$ cat src/rtl/ipi_disp_pkg.sv
package ipi_disp_pkg;
  typedef enum logic [1:0] {K_NONE, K_IPI, K_MAIL, K_ANY} kind_e;
  typedef enum logic [2:0] {S_IDLE, S_RD_REQ, S_RD_WAIT, S_WR_REQ, S_WR_WAIT, S_RESP} st_e;

  localparam int CORE_ID_W = 10;
  localparam int TADDR_W   = 16;
  localparam int WORD_W    = 32;
  localparam int KEEP_W    = WORD_W / 8;

  typedef struct packed {
    kind_e                 kind;
    logic                  err;
    logic [CORE_ID_W-1:0]  core;
    logic [TADDR_W-1:0]    addr;
    logic [KEEP_W-1:0]     keep;
    logic [WORD_W-1:0]     wdata;
  } op_t;
endpackage

$ cat src/rtl/ipi_cmd_decode.sv
module ipi_cmd_decode
  import ipi_disp_pkg::*;
#(
  parameter int          NUM_CORES = 256,
  parameter logic [11:0] IPI_OFF   = 12'h040,
  parameter logic [11:0] MAIL_OFF  = 12'h048,
  parameter logic [11:0] ANY_OFF   = 12'h158,
  parameter logic [15:0] SET_OFF   = 16'h0008,
  parameter logic [15:0] MBOX_BASE = 16'h0000
) (
  input  logic [11:0]          off_i,
  input  logic                 wide_i,
  input  logic [63:0]          data_i,
  input  logic [NUM_CORES-1:0] present_i,
  output op_t                  op_o
);
  localparam int IDX_W = (NUM_CORES > 1) ? $clog2(NUM_CORES) : 1;
  localparam logic [CORE_ID_W-1:0] CORE_LIM = CORE_ID_W'(NUM_CORES);

  logic [CORE_ID_W-1:0] core;
  logic                 in_range, present;
  kind_e                kind;

  assign core     = data_i[25:16];
  assign in_range = (NUM_CORES >= 1024) || (core < CORE_LIM);
  assign present  = in_range && present_i[core[IDX_W-1:0]];

  always_comb begin
    kind = K_NONE;
    if (off_i == IPI_OFF)                kind = K_IPI;
    else if (off_i == MAIL_OFF && wide_i) kind = K_MAIL;
    else if (off_i == ANY_OFF && wide_i)  kind = K_ANY;
  end

  always_comb begin
    op_o       = '0;
    op_o.kind  = kind;
    op_o.core  = core;
    op_o.err   = (kind != K_NONE) && !present;
    op_o.wdata = data_i[63:32];
    op_o.keep  = data_i[30:27];
    unique case (kind)
      K_IPI: begin
        op_o.addr  = SET_OFF;
        op_o.keep  = '0;
        op_o.wdata = WORD_W'(1) << data_i[4:0];
      end
      K_MAIL:  op_o.addr = MBOX_BASE + 16'h0020 + {11'd0, data_i[4:2], 2'b00};
      K_ANY:   op_o.addr = data_i[15:0];
      default: op_o.keep = '0;
    endcase
  end
endmodule

$ cat src/rtl/ipi_byte_merge.sv
module ipi_byte_merge #(
  parameter int BYTES = 4
) (
  input  logic [BYTES*8-1:0] old_i,
  input  logic [BYTES*8-1:0] new_i,
  input  logic [BYTES-1:0]   keep_i,
  output logic [BYTES*8-1:0] out_o
);
  for (genvar b = 0; b < BYTES; b++) begin : g_byte
    assign out_o[b*8 +: 8] = keep_i[b] ? old_i[b*8 +: 8] : new_i[b*8 +: 8];
  end
endmodule

$ cat src/rtl/ipi_send_seq.sv
module ipi_send_seq
  import ipi_disp_pkg::*;
(
  input  logic                 clk_i,
  input  logic                 rst_ni,
  input  logic                 start_i,
  input  op_t                  op_i,
  output logic                 ready_o,
  output logic                 rsp_valid_o,
  output logic                 rsp_err_o,
  output logic                 tgt_req_o,
  input  logic                 tgt_gnt_i,
  output logic                 tgt_we_o,
  output logic [CORE_ID_W-1:0] tgt_core_o,
  output logic [TADDR_W-1:0]   tgt_addr_o,
  output logic [WORD_W-1:0]    tgt_wdata_o,
  input  logic                 tgt_rsp_i,
  input  logic [WORD_W-1:0]    tgt_rdata_i
);
  st_e               st_q;
  op_t               op_q;
  logic [WORD_W-1:0] old_q;

  always_ff @(posedge clk_i or negedge rst_ni) begin
    if (!rst_ni) begin
      st_q  <= S_IDLE;
      op_q  <= '0;
      old_q <= '0;
    end else begin
      unique case (st_q)
        S_IDLE: if (start_i) begin
          op_q <= op_i;
          if (op_i.err || op_i.kind == K_NONE) st_q <= S_RESP;
          else if (op_i.keep != '0)            st_q <= S_RD_REQ;
          else                                 st_q <= S_WR_REQ;
        end
        S_RD_REQ:  if (tgt_gnt_i) st_q <= S_RD_WAIT;
        S_RD_WAIT: if (tgt_rsp_i) begin
          old_q <= tgt_rdata_i;
          st_q  <= S_WR_REQ;
        end
        S_WR_REQ:  if (tgt_gnt_i) st_q <= S_WR_WAIT;
        S_WR_WAIT: if (tgt_rsp_i) st_q <= S_RESP;
        S_RESP:    st_q <= S_IDLE;
        default:   st_q <= S_IDLE;
      endcase
    end
  end

  // zero keep mask makes the merge a pass-through of the new word
  ipi_byte_merge #(.BYTES(KEEP_W)) u_merge (
    .old_i  (old_q),
    .new_i  (op_q.wdata),
    .keep_i (op_q.keep),
    .out_o  (tgt_wdata_o)
  );

  assign ready_o     = (st_q == S_IDLE);
  assign tgt_req_o   = (st_q == S_RD_REQ) || (st_q == S_WR_REQ);
  assign tgt_we_o    = (st_q == S_WR_REQ);
  assign tgt_core_o  = op_q.core;
  assign tgt_addr_o  = op_q.addr;
  assign rsp_valid_o = (st_q == S_RESP);
  assign rsp_err_o   = (st_q == S_RESP) && op_q.err;

  a_r9_req_hold: assert property (@(posedge clk_i) disable iff (!rst_ni)
    tgt_req_o && !tgt_gnt_i |=> tgt_req_o && $stable(tgt_we_o) &&
                               $stable(tgt_addr_o) && $stable(tgt_wdata_o));
  a_r10_busy_on_req: assert property (@(posedge clk_i) disable iff (!rst_ni)
    tgt_req_o |-> !ready_o);
  a_r10_single_rsp: assert property (@(posedge clk_i) disable iff (!rst_ni)
    rsp_valid_o |=> !rsp_valid_o && ready_o);
  a_r7_read_needs_keep: assert property (@(posedge clk_i) disable iff (!rst_ni)
    tgt_req_o && !tgt_we_o |-> op_q.keep != '0);
  a_r3_ipi_onebit: assert property (@(posedge clk_i) disable iff (!rst_ni)
    tgt_req_o && op_q.kind == K_IPI |-> tgt_we_o && $countones(tgt_wdata_o) == 1);
endmodule

$ cat src/rtl/ipi_send_dispatch.sv
module ipi_send_dispatch
  import ipi_disp_pkg::*;
#(
  parameter int          NUM_CORES = 256,
  parameter int          ADDR_W    = 16,
  parameter logic [11:0] IPI_OFF   = 12'h040,
  parameter logic [11:0] MAIL_OFF  = 12'h048,
  parameter logic [11:0] ANY_OFF   = 12'h158,
  parameter logic [15:0] SET_OFF   = 16'h0008,
  parameter logic [15:0] MBOX_BASE = 16'h0000
) (
  input  logic                 clk_i,
  input  logic                 rst_ni,
  input  logic                 cmd_valid_i,
  output logic                 cmd_ready_o,
  input  logic [ADDR_W-1:0]    cmd_addr_i,
  input  logic                 cmd_wide_i,
  input  logic [63:0]          cmd_data_i,
  input  logic [NUM_CORES-1:0] core_present_i,
  output logic                 rsp_valid_o,
  output logic                 rsp_err_o,
  output logic                 tgt_req_o,
  input  logic                 tgt_gnt_i,
  output logic                 tgt_we_o,
  output logic [9:0]           tgt_core_o,
  output logic [9:0]           tgt_rid_o,
  output logic [15:0]          tgt_addr_o,
  output logic [31:0]          tgt_wdata_o,
  input  logic                 tgt_rsp_i,
  input  logic [31:0]          tgt_rdata_i
);
  op_t  dec_op;
  logic start;

  ipi_cmd_decode #(
    .NUM_CORES (NUM_CORES),
    .IPI_OFF   (IPI_OFF),
    .MAIL_OFF  (MAIL_OFF),
    .ANY_OFF   (ANY_OFF),
    .SET_OFF   (SET_OFF),
    .MBOX_BASE (MBOX_BASE)
  ) u_dec (
    .off_i     (cmd_addr_i[11:0]),
    .wide_i    (cmd_wide_i),
    .data_i    (cmd_data_i),
    .present_i (core_present_i),
    .op_o      (dec_op)
  );

  assign start = cmd_valid_i && cmd_ready_o;

  ipi_send_seq u_seq (
    .clk_i       (clk_i),
    .rst_ni      (rst_ni),
    .start_i     (start),
    .op_i        (dec_op),
    .ready_o     (cmd_ready_o),
    .rsp_valid_o (rsp_valid_o),
    .rsp_err_o   (rsp_err_o),
    .tgt_req_o   (tgt_req_o),
    .tgt_gnt_i   (tgt_gnt_i),
    .tgt_we_o    (tgt_we_o),
    .tgt_core_o  (tgt_core_o),
    .tgt_addr_o  (tgt_addr_o),
    .tgt_wdata_o (tgt_wdata_o),
    .tgt_rsp_i   (tgt_rsp_i),
    .tgt_rdata_i (tgt_rdata_i)
  );

  assign tgt_rid_o = tgt_core_o;

  if (ADDR_W > 12) begin : g_unused_addr
    logic unused_hi;
    assign unused_hi = ^cmd_addr_i[ADDR_W-1:12];
  end

  a_r2_err_quiet: assert property (@(posedge clk_i) disable iff (!rst_ni)
    start && dec_op.err |=> rsp_valid_o && rsp_err_o && !tgt_req_o);
  a_r8_none_quiet: assert property (@(posedge clk_i) disable iff (!rst_ni)
    start && dec_op.kind == K_NONE |=> rsp_valid_o && !rsp_err_o && !tgt_req_o);
  a_r1_rid_core: assert property (@(posedge clk_i) disable iff (!rst_ni)
    start && !dec_op.err && dec_op.kind != K_NONE |=> tgt_req_o && tgt_core_o == $past(cmd_data_i[25:16]));
endmodule

$ cat config.mk
export PLATFORM = sky130hd
export DESIGN_NAME = ipi_send_dispatch
export DESIGN_NICKNAME = d
export VERILOG_FILES = /design/src/rtl/ipi_disp_pkg.sv /design/src/rtl/ipi_cmd_decode.sv /design/src/rtl/ipi_byte_merge.sv /design/src/rtl/ipi_send_seq.sv /design/src/rtl/ipi_send_dispatch.sv
export SDC_FILE = /design/constraint.sdc
export NUM_CORES = 1
export LEC_CHECK = 0
export ABC_AREA = 0
export BUFFER_PORTS_ARGS = -buffer_cell sky130_fd_sc_hd__clkbuf_2
export CAP_MARGIN = 10
export CELL_PAD_IN_SITES_DETAIL_PLACEMENT = 0
export CELL_PAD_IN_SITES_GLOBAL_PLACEMENT = 1
export CORE_AREA = 2 2 173 175
export DETAILED_ROUTE_END_ITERATION = 12
export DIE_AREA = 0 0 175 177
export PLACE_DENSITY_LB_ADDON = 0.1
export SETUP_SLACK_MARGIN = 0.4
export SLEW_MARGIN = 10
export SYNTH_ARGS = -nofsm -noshare
export SYNTH_HDL_FRONTEND = slang
export SYNTH_SLANG_ARGS = --single-unit
$ cat constraint.sdc
create_clock -name clk_i -period 3.4 [get_ports clk_i]
set_input_delay 0.51 -clock clk_i [delete_from_list [all_inputs] [get_ports clk_i]]
set_output_delay 0.51 -clock clk_i [all_outputs]
set_load 0.01 [all_outputs]
==> flow_summary.yaml <==
clock_tree:
  post_cts.repair.setup_buffers: 0
  cts_buffers: 9
  clock-root-buffer: "clkbuf_16"
  cts.sinks: 98
  clock_latency_ns: 0.35
  clockBufferDepth: 2
  cts_max_level: 3
  ctsResizeCount: 0
  clkTransAtPathRegs_ns: 0.07
  cts_tree: "built"
  hold_buffers: 0
die:
  rows: 63
  die_w_um: 175
  dieArea_mm2: 0.0310
  design.core.area_mm2: 0.0292
  ios: 447
  die_h_um: 177
  start_util_pct: 24.8
route:
  via_count: 6842
  drc: 0
  wirelength_mm: 31.1
  wl_per_cell_um: 21.3
  ant_nets: 0
  viasPerCell: 4.69
  drtIter0Drc: 275
  dr.pass1.iters: 4
layout:
  areaGrowthSynthToFinish_pct: 34.6
  drive_gt1_share_pct: 56.6
  layoutNonFillerInstCount: 1458
  multi_input_area_mm2: 0.00415
  finish.net_count: 1436
  seq_area_mm2: 0.00245
  n_fill_cell: 3098
timing:
  grt_setup_unrepaired: "false"
  fmax_mhz: 383
  min_period_ns: 2.61
  final_hold_viol_count: 0
  fin_hold_ws_ns: 0.148
  fin_crit_sh_pct: 76.7
  fin_skew_ns: 0.00951
  setup_viol: 0
  relSlewSlack_pct: 22.8
  slew_violations: 0
  tightest_slew_ns: 1.15
  setup-tns-final_ns: 0
logic_synthesis:
  synth_top_area_share_pct: 33.8
  ys_seq_elements: 98
  seq_area_frac_synth_pct: 33.8
  syn_area_mm2: 0.00726
  syn_inst: 683
  synthArstFlopShare_pct: 100
  ys_top_cells_by_area: "dfrtp_1 34%, mux4_2 14%, mux2_2 11%"
  avgSynthCellArea_um2: 10.6
  synth_largest_area_cell: "dfrtp_1"
  synth_enable_flop_cells: 0
  syn_nets: 1057
  synth_top_flop_cell: "dfrtp_1"
  synth.distinct_cells: 61
  synth_warnings: 0
place:
  gp_congestion: 0.793
  numPlacedInstances: 1441
  dpl.hpwl_mm: 25.8
  port_buffers: 440
critical_path:
  slowest_delay_ns: 0.50
  cp_slowest_cell: "mux4_2"
  ff2ff_path_depth: 6
  crit_fanout: 29
  critical_path.top_delay_family: "buffers and inverters"
  reg2reg_to: "u_seq.tgt_addr_o[11]"
  rr_startpoint: "u_seq.st_q[0]"
  cp_data_required_time_ns: 3.64
  r2r_setup_slack_ns: 0.81
  crit_type: "in -> reg"
  crit_path_cell_trace: "buf_4, buf_12, buf_12, mux4_2, a22oi_1, a311oi_1, nor4b_2, nor4_2, a22o_1"
  crit_path_end_kind: "register"
  arrival_ns: 2.85
  startpoint_type: "input port"
  cp_common_cell: "buf_12"
  crit_buf_inv: 3
min_path:
  worstHoldPathType: "in -> async"
global_routing:
  overflow: 0
  use_met1_pct: 25.3
  antenna_found_initial: 4
  grt_max_degree: 50
  met2_usage_pct: 33.5
  grt_pass1_vias: 7026
  grtUsageMet3_pct: 4.12
  grt.busiest_layer: "met2"
  grt_pass1_wl_mm: 45.0
  track_usage_pct: 19.5
pwr:
  vdd_drop_max_v: 0.000206
  leakagePower_uw: 0.00480
  power_uw: 4860
  powerDensity_mw_per_mm2: 497
job:
  drv_cap: 0
outcome:
  outcome: "finished, final reports clean"
[registers in the layout, indices dropped and copies added, names as in the netlist]
| register | count |
|---|---|
| u_seq.op_q | 37 |
| u_seq.old_q | 32 |
| u_seq.tgt_addr_o | 16 |
| u_seq.tgt_core_o | 10 |
| u_seq.st_q | 3 |
[metrics by stage]
stage	setup WS, ns	utilization [%]	instance area [µm²]
final	0.792	33.4	9780
after global routing	0.595	33.4	9780
after CTS	0.770	33.4	9780
after detailed placement	0.389	32.5	9500
after global placement	0.406	32.5	9500
after floorplan	0.940	-	7260
[cells in the mapped netlist, types with 3 or more instances]
cell type,n
nand2_1,80
buf_6,4
nor2b_1,10
a21oi_1,36
mux4_2,44
mux2i_1,31
o221ai_1,3
o22ai_1,8
nor2_1,17
o21ai_0,36
buf_2,7
buf_12,4
buf_4,38
mux2_2,70
and3_1,8
clkbuf_8,7
dfrtp_1,98
nor4_1,5
a31oi_1,4
or2_2,3
o32ai_1,3
nand3b_1,5
nand3_1,14
mux4_1,5
a22o_1,18
a211oi_1,4
a311oi_1,4
nor3_1,30
clkbuf_1,29
a22oi_1,5
inv_1,5
nand2b_1,8
and2_1,3
[final cells by class]
type	count	share of cell area [%]
clock inverters	5	0.384
diodes	1	0.0256
inverters	5	0.192
flip-flops and latches	98	25.1
multi-input cells	489	42.4
repair buffers	459	24.4
clock buffers	11	2.48
well taps	390	4.99
[cells by family (layout without fill, tap and decap cells)]
group           Yosys count  count (layout)  synth area share (%)
xor+xnor                  2               2                 0.241
buf+inv                  96             480                  9.32
other cells               0               1                     0
simple gates            201             201                  13.9
mux                     150             150                  30.6
flops                    98              98                  33.8
compound gates          136             136                  12.2
[report_power, final]
group / total [µW] / switching (µW) / leakage (µW) / internal [µW]
sequential: 1900 / 292 / 0.00124 / 1610
combinational: 1970 / 986 / 0.00343 / 983
clock: 990 / 470 / 0.000132 / 520
total: 4860 / 1750 / 0.00480 / 3110
[placed cells by master (no fill, tap or decap), types with 4 or more instances in the layout]
cell type and instances:
o21ai_0 36, nor2_1 17, mux4_2 44, clkbuf_16 9, mux4_1 5, a22oi_1 5, dfrtp_1 98, nand3b_1 5
a31oi_1 4, a22o_1 18, nor4_1 5, and3_1 8, buf_4 19, mux2_2 70, nand2_1 79, a211oi_1 4
o22ai_1 8, a21oi_1 36, nand3_1 14, nor2b_1 10, nand2b_1 8, nor3_1 29, a311oi_1 4, clkbuf_2 437
inv_1 5, mux2i_1 31
[layer usage]
layer | part of all wire, % | vias up
met4 | 1.3 | 4
met2 | 50 | 261
met5 | 0.084 | -
met3 | 6.2 | 23
li1 | - | 3308
met1 | 42 | 3246
[worst max path at each step]
stage                     depth (start not counted)  slack (ns)              endpoint            from
after floorplan                                   7        0.94         u_seq.st_q[1]  cmd_data_i[16]
after global placement                            9        0.41         u_seq.st_q[1]  cmd_data_i[16]
after detailed placement                          9        0.39         u_seq.st_q[2]  cmd_data_i[16]
after CTS                                         9        0.77         u_seq.st_q[2]  cmd_data_i[16]
after global routing                              6        0.59  u_seq.tgt_addr_o[13]   u_seq.st_q[0]
final                                             9        0.79         u_seq.st_q[1]  cmd_data_i[16]
No activity file was read; power rests on OpenSTA's default activity.
